<file path="config.mk">
export PLATFORM = sky130hd
export DESIGN_NAME = spi_wp_ctrl
export DESIGN_NICKNAME = d
export VERILOG_FILES = /design/src/rtl/wp_pkg.sv /design/src/rtl/wp_region_decode.sv /design/src/rtl/wp_wel_fsm.sv /design/src/rtl/wp_status_reg.sv /design/src/rtl/spi_wp_ctrl.sv
export SDC_FILE = /design/constraint.sdc
export NUM_CORES = 1
export LEC_CHECK = 0
export ABC_AREA = 1
export CAP_MARGIN = 20
export CORE_AREA = 2 2 39 41
export CTS_BUF_LIST = sky130_fd_sc_hd__clkbuf_16
export CTS_CLUSTER_SIZE = 24
export DETAILED_ROUTE_END_ITERATION = 10
export DIE_AREA = 0 0 41 43
export DONT_BUFFER_PORTS = 1
export PLACE_DENSITY = 0.35
export SYNTH_ARGS = -nofsm -noshare
export SYNTH_HDL_FRONTEND = slang
export SYNTH_HIERARCHICAL = 1
export SYNTH_SLANG_ARGS = --single-unit
</file>
<file path="constraint.sdc">
create_clock -name clk -period 1.1 [get_ports clk]
set_input_delay 0.11 -clock clk [delete_from_list [all_inputs] [get_ports clk]]
set_output_delay 0.11 -clock clk [all_outputs]
set_load 0.02 [all_outputs]
</file>
<file path="src/rtl/wp_pkg.sv">
package wp_pkg;

    typedef enum logic [0:0] {
        ST_LOCKED = 1'b0,
        ST_ARMED  = 1'b1
    } wel_state_e;

    typedef enum logic [1:0] {
        LVL_NONE    = 2'b00,
        LVL_QUARTER = 2'b01,
        LVL_HALF    = 2'b10,
        LVL_ALL     = 2'b11
    } prot_lvl_e;

    typedef enum logic [1:0] {
        OP_NONE,
        OP_STATUS,
        OP_ARRAY,
        OP_ARM
    } op_e;

    localparam int unsigned STS_W     = 8;
    localparam int unsigned STS_BUSY  = 0;
    localparam int unsigned STS_WEL   = 1;
    localparam int unsigned STS_LVL_L = 2;
    localparam int unsigned STS_LVL_H = 3;
    localparam int unsigned STS_PE    = 7;

endpackage

</file>
<file path="src/rtl/wp_region_decode.sv">
module wp_region_decode
    import wp_pkg::*;
#(
    parameter int unsigned ADDR_W = 16
) (
    input  prot_lvl_e         lvl_i,
    input  logic [ADDR_W-1:0] addr_i,
    output logic              hit_o
);
    localparam int unsigned TOP = ADDR_W - 1;

    always_comb begin
        unique case (lvl_i)
            LVL_NONE:    hit_o = 1'b0;
            LVL_QUARTER: hit_o = addr_i[TOP] & addr_i[TOP-1];
            LVL_HALF:    hit_o = addr_i[TOP];
            LVL_ALL:     hit_o = 1'b1;
            default:     hit_o = 1'b1;
        endcase
    end
endmodule

</file>
<file path="src/rtl/wp_wel_fsm.sv">
module wp_wel_fsm
    import wp_pkg::*;
(
    input  logic clk,
    input  logic rst_n,
    input  logic busy_i,
    input  logic wren_i,
    input  logic sts_req_i,
    input  logic arr_req_i,
    input  logic blk_hit_i,
    input  logic hw_lock_i,
    output logic wel_o,
    output logic sts_commit_o,
    output logic arr_ok_o,
    output logic sts_ok_o
);
    wel_state_e state_q, state_d;
    op_e        op;
    logic       arr_go;

    always_comb begin
        if (busy_i)         op = OP_NONE;
        else if (sts_req_i) op = OP_STATUS;
        else if (arr_req_i) op = OP_ARRAY;
        else if (wren_i)    op = OP_ARM;
        else                op = OP_NONE;
    end

    always_comb begin
        state_d = state_q;
        unique case (state_q)
            ST_LOCKED: if (op == OP_ARM) state_d = ST_ARMED;
            ST_ARMED:  if (op == OP_STATUS || op == OP_ARRAY) state_d = ST_LOCKED;
            default:   state_d = ST_LOCKED;
        endcase
    end

    assign sts_commit_o = (state_q == ST_ARMED) && (op == OP_STATUS) && !hw_lock_i;
    assign arr_go       = (state_q == ST_ARMED) && (op == OP_ARRAY) && !blk_hit_i;
    assign wel_o        = (state_q == ST_ARMED);

    always_ff @(posedge clk or negedge rst_n) begin
        if (!rst_n) state_q <= ST_LOCKED;
        else        state_q <= state_d;
    end

    always_ff @(posedge clk or negedge rst_n) begin
        if (!rst_n) begin
            arr_ok_o <= 1'b0;
            sts_ok_o <= 1'b0;
        end else begin
            arr_ok_o <= arr_go;
            sts_ok_o <= sts_commit_o;
        end
    end
endmodule

</file>
<file path="src/rtl/wp_status_reg.sv">
module wp_status_reg
    import wp_pkg::*;
(
    input  logic             clk,
    input  logic             rst_n,
    input  logic             commit_i,
    input  logic [STS_W-1:0] wr_data_i,
    output prot_lvl_e        lvl_o,
    output logic             pe_o
);
    always_ff @(posedge clk or negedge rst_n) begin
        if (!rst_n) begin
            lvl_o <= LVL_NONE;
            pe_o  <= 1'b0;
        end else if (commit_i) begin
            lvl_o <= prot_lvl_e'(wr_data_i[STS_LVL_H:STS_LVL_L]);
            pe_o  <= wr_data_i[STS_PE];
        end
    end
endmodule

</file>
<file path="src/rtl/spi_wp_ctrl.sv">
module spi_wp_ctrl
    import wp_pkg::*;
#(
    parameter int unsigned ADDR_W = 16
) (
    input  logic              clk,
    input  logic              rst_n,
    input  logic              busy_i,
    input  logic              wp_n_i,
    input  logic              wren_i,
    input  logic              sts_wr_req_i,
    input  logic [7:0]        sts_wr_data_i,
    input  logic              arr_wr_req_i,
    input  logic [ADDR_W-1:0] arr_addr_i,
    output logic [7:0]        status_o,
    output logic              arr_wr_ok_o,
    output logic              sts_wr_ok_o
);
    prot_lvl_e lvl;
    logic      pe, hw_lock, blk_hit, wel, commit;

    assign hw_lock = !wp_n_i && pe;

    wp_region_decode #(.ADDR_W(ADDR_W)) u_region (
        .lvl_i  (lvl),
        .addr_i (arr_addr_i),
        .hit_o  (blk_hit)
    );

    wp_wel_fsm u_fsm (
        .clk          (clk),
        .rst_n        (rst_n),
        .busy_i       (busy_i),
        .wren_i       (wren_i),
        .sts_req_i    (sts_wr_req_i),
        .arr_req_i    (arr_wr_req_i),
        .blk_hit_i    (blk_hit),
        .hw_lock_i    (hw_lock),
        .wel_o        (wel),
        .sts_commit_o (commit),
        .arr_ok_o     (arr_wr_ok_o),
        .sts_ok_o     (sts_wr_ok_o)
    );

    wp_status_reg u_sts (
        .clk       (clk),
        .rst_n     (rst_n),
        .commit_i  (commit),
        .wr_data_i (sts_wr_data_i),
        .lvl_o     (lvl),
        .pe_o      (pe)
    );

    always_comb begin
        status_o                      = '0;
        status_o[STS_BUSY]            = busy_i;
        status_o[STS_WEL]             = wel;
        status_o[STS_LVL_H:STS_LVL_L] = lvl;
        status_o[STS_PE]              = pe;
    end
endmodule

</file>
==> impl_metrics.csv, run 1 <==
group,metric,value,unit
outcome,run_status,"completed",
clock_tree,clock-sinks,6,
die,die_area,1760,sq um
drt,viasPerCell,3.95,
power_and_ir_drop,leakagePower,0.224,nW
die,core,1380,sq um
synthesis,synth_top_family_by_area,"simple AND/OR/NAND/NOR gates",
setup_path,path_max_fanout,5,
grt,grt_first_pass_wirelength,1040,um
clock_tree,cts.clk_slew.worst_paths,0.03,ns
sta,hold_viol_final,0,
power_and_ir_drop,power_density,2500,nW/um^2
sta,finalCritPeriodShare,0.849,
drt,wl_met2,324,um
sta,finClkSkew,0.000134,ns
grt,antenna_found_initial,0,
synthesis,synth_area_per_cell,7.96,sq um
layout,multi_input_area,108,sq um
min_path,worst_hold_path_type,"in2reg",
synthesis,synth_top_area_share,0.484,
drt,dr_wl_met3,82,um
synthesis,synthDistinctLibCells,13,
layout,final_util,0.307,
sta,tns,0,ns
setup_path,critPathRequiredTime,1.21,ns
sta,drv_slew,0,
drt,num_vias,241,
place,dpl.hpwl,521,um
synthesis,yosysMostFrequentCell,"nand2_1",
synthesis,synth_flop_cell,"dfrtp_1",
grt,grt-ovfl-total,0,
clock_tree,cts_root_buffer,"clkbuf_16",
place,post_dp_cell_area,330,sq um
setup_path,arrival,1.05,ns
synthesis,synth-edff-count,0,
synthesis,synthSimpleGateAreaFrac,0.278,
drt,drc_errors,0,
drt,wl_met1,229,um
layout,seq_area,150,sq um
drt,drt_iter0_drc,1,
synthesis,yosys.area.top_type,"dfrtp_1",
synthesis,ys_warn_count,6,
die,start_util,0.224,
die,die_h,43,um
layout,n_antenna_cell,0,
grt,grtUsageTotal,0.0966,
sta,min_period,0.934,ns
sta,timing.fmax,1.07,GHz
drt,first_pass_iters,3,
power_and_ir_drop,ir_worst_vdd,0.717,mV
clock_tree,cts_tree,"done",
place,pre_cts_slack,0.173,ns
synthesis,syn_area,310,sq um
synthesis,synth_cells,39,
sta,setup_slack,0.166,ns
drt,drt-wirelength-per-cell,10.7,um
clock_tree,cts_made_buffers,3,
layout,final_cell_area,425,sq um
die,std_cell_rows,14,
synthesis,synthTopCellsByCount,"12 x nand2_1, 6 x buf_4, 6 x dfrtp_1",
layout,fin_nets,78,
setup_path,worst_setup_path_start_kind,"flip-flop",
synthesis,yosysSeqAreaShare,0.484,
synthesis,synth_seq_cells,6,
grt,grt_max_degree,7,
sta,finalSetupViolCount,0,
grt,grt_pass1_vias,252,
clock_tree,htreeDepth,1,
synthesis,synth_compound_area_frac,0.0323,
sta,rsz0062_at_grt,"no",
die,io_pins,41,
clock_tree,clockBufferDepth,2,
run,cap_violations,0,
layout,drive_gt1_frac,0.267,
drt,drt_wl_total,651,um
setup_path,cp-end-kind,"flip-flop",
die,die_x,41,um
power_and_ir_drop,total_power,1.06,mW
synthesis,synth_area_leaders,"dfrtp_1 48%, buf_4 15%, nand2_1 15%",
place,place_congestion,0.627,
setup_path,crit_type,"reg2reg",
layout,area.growth.synth_to_final,37.1,%
drt,top_layer_used,"met4",
drt,final_antenna_net_count,0,
place,portBuffers,0,
layout,nFillCells,152,
clock_tree,clkLatencyLatePin,0.23,ns
synthesis,synthMuxAreaShare,0,
synthesis,ys_async_sr_fraction,1.00,
synthesis,synth_fa_ha_area_frac,0,
synthesis,synthXorXnorAreaFrac,0,
-- placed cells by master (no fill, tap or decap) --
cell type	Yosys	layout
o21ai_1	1	1
inv_1	2	2
inv_2	2	2
nand2_2	1	1
conb_1	1	3
nand3_1	2	2
a21oi_1	1	1
dfrtp_1	6	6
nor2_2	1	1
nand3b_1	1	1
nor2_1	3	3
buf_4	6	5
clkbuf_16	0	3
nand2_1	12	12
dlygate4sd3_1	0	2
-- worst max-delay path, cell delays in order, from the launching register on --
cell and delay [ns]:
dfrtp_1 0.36, inv_1 0.06, nor2_2 0.03, nor2_1 0.09, buf_4 0.14, inv_2 0.04, nand2_1 0.05, nand2_1 0.05
-- final cells by class --
class	count	area share
inverter	4	0.0353
clock buffer	3	0.176
sequential	6	0.353
timing repair buffer	7	0.135
tap	16	0.0471
multi-input combinational	25	0.253
-- kinds of logic (layout without fill, tap and decap cells) --
kind of cell / Yosys count / after routing
AOI/OAI and AO/OA: 2 / 2
DFF: 6 / 6
other: 1 / 3
and+or+nand+nor: 20 / 20
buffers and inverters: 10 / 14
-- sequential cells by signal, summed over array words and instances (netlist names) --
register / count
u_sts/pe_o: 1
u_fsm/sts_ok_o: 1
u_fsm/wel_o: 1
u_sts/lvl_o: 2
u_fsm/arr_ok_o: 1
-- report_power, final --
| part | switching [mW] | internal [mW] | total, mW |
|---|---|---|---|
| Combinational | 0.117 | 0.0771 | 0.194 |
| Clock | 0.119 | 0.466 | 0.585 |
| Sequential | 0.0248 | 0.259 | 0.283 |
-- through the flow --
stage | instances | hold slack, ns
4_1_cts | 61 | 0.00669
5_1_grt | 61 | 0.0203
6_report | 61 | 0.00811
3_3_place_gp | 56 | -0.185
2_1_floorplan | 41 | -0.186
3_5_place_dp | 56 | -0.185
-- repair_timing --
action,in CTS,in global routing
endpoints found under the hold margin,7,0
hold buffers,2,0
resized for setup,0,0
setup buffers,0,0
-- worst paths after layout --
check                                  from              to  slack, ns  cells past startpoint
max                              u_sts/pe_o  u_sts/lvl_o[0]       0.17                      7
min                        sts_wr_data_i[2]  u_sts/lvl_o[0]      0.008                      2
max reg2reg                      u_sts/pe_o  u_sts/lvl_o[0]       0.17                      7
min reg2reg                  u_sts/lvl_o[0]  u_sts/lvl_o[0]       0.53                      2
max in group asynchronous             rst_n  u_sts/lvl_o[0]       0.67                      1
min in group asynchronous             rst_n  u_fsm/arr_ok_o       0.20                      1
-- metal layers --
metal | global-route usage | vias up
met5 | 0 | -
met1 | 0.0906 | 102
met4 | 0.0600 | 0
li1 | - | 121
met2 | 0.141 | 16
met3 | 0.0733 | 2
Power figures use the tool's default switching activity.
==> inputs of run 2 (changes only) <==
==> constraint.sdc (replaced) <==
create_clock -name clk -period 0.9 [get_ports clk]
set_input_delay 0.09 -clock clk [delete_from_list [all_inputs] [get_ports clk]]
set_output_delay 0.09 -clock clk [all_outputs]
set_load 0.02 [all_outputs]
==> run 2 against run 1 <==
Compared with the run above: the flow now finishes with violations (negative setup slack); combinational power is 59% higher; worst hold slack gained 0.013 ns; cell area is 20% higher; wire length is 19% higher; via count rose by 15%; total power increased by 32%; first-iteration DRC count unchanged; setup slack worse by 0.22 ns; clock power grew 25%; final cell count up 9.8%; non-clock buffer count rose by 5; register-to-register slack lost 0.22 ns; critical path type is now reg2out; largest cell class unchanged.
==> impl_metrics.csv, run 2 (same netlist as run 1, synthesis figures left out) <==
group,metric,value,unit
layout,fin_nets,83,
layout,nFillCells,151,
min_path,worst_hold_path_type,"in2reg",
setup_path,worst_setup_path_start_kind,"flip-flop",
min_path,hold_path.startpoint,"sts_wr_req_i",
grt,antenna_found_initial,0,
drt,viasPerCell,4.13,
clock_tree,cts_tree,"done",
setup_path,reg2reg_to,"u_fsm/sts_ok_o",
power_and_ir_drop,ir_worst_vdd,0.936,mV
place,dpl.hpwl,548,um
setup_path,path_max_fanout,2,
clock_tree,clkLatencyLatePin,0.23,ns
layout,drive_gt1_frac,0.373,
layout,n_antenna_cell,0,
power_and_ir_drop,total_power,1.40,mW
setup_path,cp-end-kind,"primary output",
sta,tns,-0.191,ns
die,die_x,41,um
power_and_ir_drop,power_density,2760,nW/um^2
sta,finalSetupViolCount,5,
run,cap_violations,0,
clock_tree,cts_root_buffer,"clkbuf_16",
grt,grt_max_degree,7,
layout,fin_cells,67,
power_and_ir_drop,leakagePower,0.256,nW
min_path,whs_endpoint,"u_fsm/arr_ok_o",
setup_path,critPathRequiredTime,0.81,ns
grt,grt-ovfl-total,0,
setup_path,reg2reg_depth,5,
setup_path,arrival,0.87,ns
grt,grtUsageTotal,0.101,
drt,drt_iter0_drc,1,
sta,rsz0062_at_grt,"yes",
place,pre_cts_slack,-0.0845,ns
sta,hold_viol_final,0,
setup_path,crit_path_top_delay_cell,"dfrtp_1",
sta,setup_slack,-0.0576,ns
clock_tree,clock-sinks,6,
layout,final_util,0.368,
setup_path,reg2reg_slack,-0.05,ns
setup_path,regToRegStartpoint,"u_sts/pe_o",
die,core,1380,sq um
outcome,run_status,"finished with violations",
sta,holdWs,0.0209,ns
die,start_util,0.224,
clock_tree,cts_made_buffers,3,
drt,drt_wl_total,776,um
sta,finClkSkew,0.00496,ns
place,post_dp_cell_area,327,sq um
drt,first_pass_iters,4,
drt,drc_errors,0,
grt,grt_pass1_vias,292,
die,io_pins,41,
clock_tree,cts.clk_slew.worst_paths,0.04,ns
layout,final_cell_mix,"11 x nand2_1, 5 x dlygate4sd3_1, 5 x dfrtp_1",
setup_path,max_stage_delay,0.38,ns
sta,finalCritPeriodShare,1.06,
sta,timing.fmax,1.04,GHz
layout,regMostFlops,"u_sts/lvl_o",
place,placedCellCount,55,
outcome,violations,"negative setup slack",
die,std_cell_rows,14,
layout,largest_reg_flops,2,
clock_tree,clockBufferDepth,2,
setup_path,cp_top_family,"flip-flops",
die,die_area,1760,sq um
layout,final_cell_area,509,sq um
place,place_congestion,0.633,
drt,final_antenna_net_count,0,
setup_path,worstPathCellList,"buf_4, buf_6",
sta,drv_slew,0,
layout,layout_commonest_cell,"nand2_1",
setup_path,worstPathBufferInverterCount,2,
drt,drt-wirelength-per-cell,11.6,um
sta,min_period,0.958,ns
min_path,min_path_cells,2,
grt,grt_first_pass_wirelength,1170,um
setup_path,crit_type,"reg2out",
die,die_h,43,um
drt,num_vias,277,
place,portBuffers,0,
clock_tree,htreeDepth,1,
layout,area.growth.synth_to_final,64.1,%
==> run 2: report_power, final <==
part / leakage [nW] / internal [mW] / switching (mW)
Clock: 0.0423 / 0.577 / 0.157
Combinational: 0.136 / 0.145 / 0.163
Sequential: 0.0771 / 0.319 / 0.0422
Total: 0.256 / 1.04 / 0.363
==> run 2: what timing repair did <==
item	CTS	global route
buffers inserted	1	2
pin swaps	1	5
hold buffers	5	0
endpoints found under the hold margin	10	0
resized for setup	2	6
setup endpoints to repair	3	5
==> run 2: layer usage <==
metal | GRT usage | vias up | wire (um) | part of all wire
met2 | 0.166 | 15 | 413 | 0.53
li1 | - | 134 | - | -
met3 | 0.0576 | 2 | 79 | 0.10
met5 | 0 | - | 0 | 0
met4 | 0.0600 | 0 | 14 | 0.018
met1 | 0.0885 | 126 | 268 | 0.35
==> run 2: final cells by class <==
class,instances,area [sq um],area share
Clock buffer,3,75.1,0.147
Inverter,4,15.0,0.0295
Multi-Input combinational cell,25,126,0.248
Timing Repair Buffer,12,118,0.231
Tap cell,16,20.0,0.0393
Sequential cell,6,151,0.297
Clock inverter,1,3.75,0.00737
==> run 2: how the worst max path moves through the flow <==
stage | from | to | slack [ns] | cells after the start
floorplan | u_sts/pe_o | u_sts/lvl_o[1] | 0.01 | 6
global placement | u_sts/pe_o | u_sts/lvl_o[1] | -0.05 | 6
detailed placement | u_sts/pe_o | u_sts/lvl_o[1] | -0.08 | 6
CTS | u_sts/pe_o | u_sts/lvl_o[1] | -0.01 | 6
global route | u_sts/pe_o | u_fsm/sts_ok_o | -0.08 | 5
finish | u_sts/pe_o | status_o[7] | -0.06 | 2
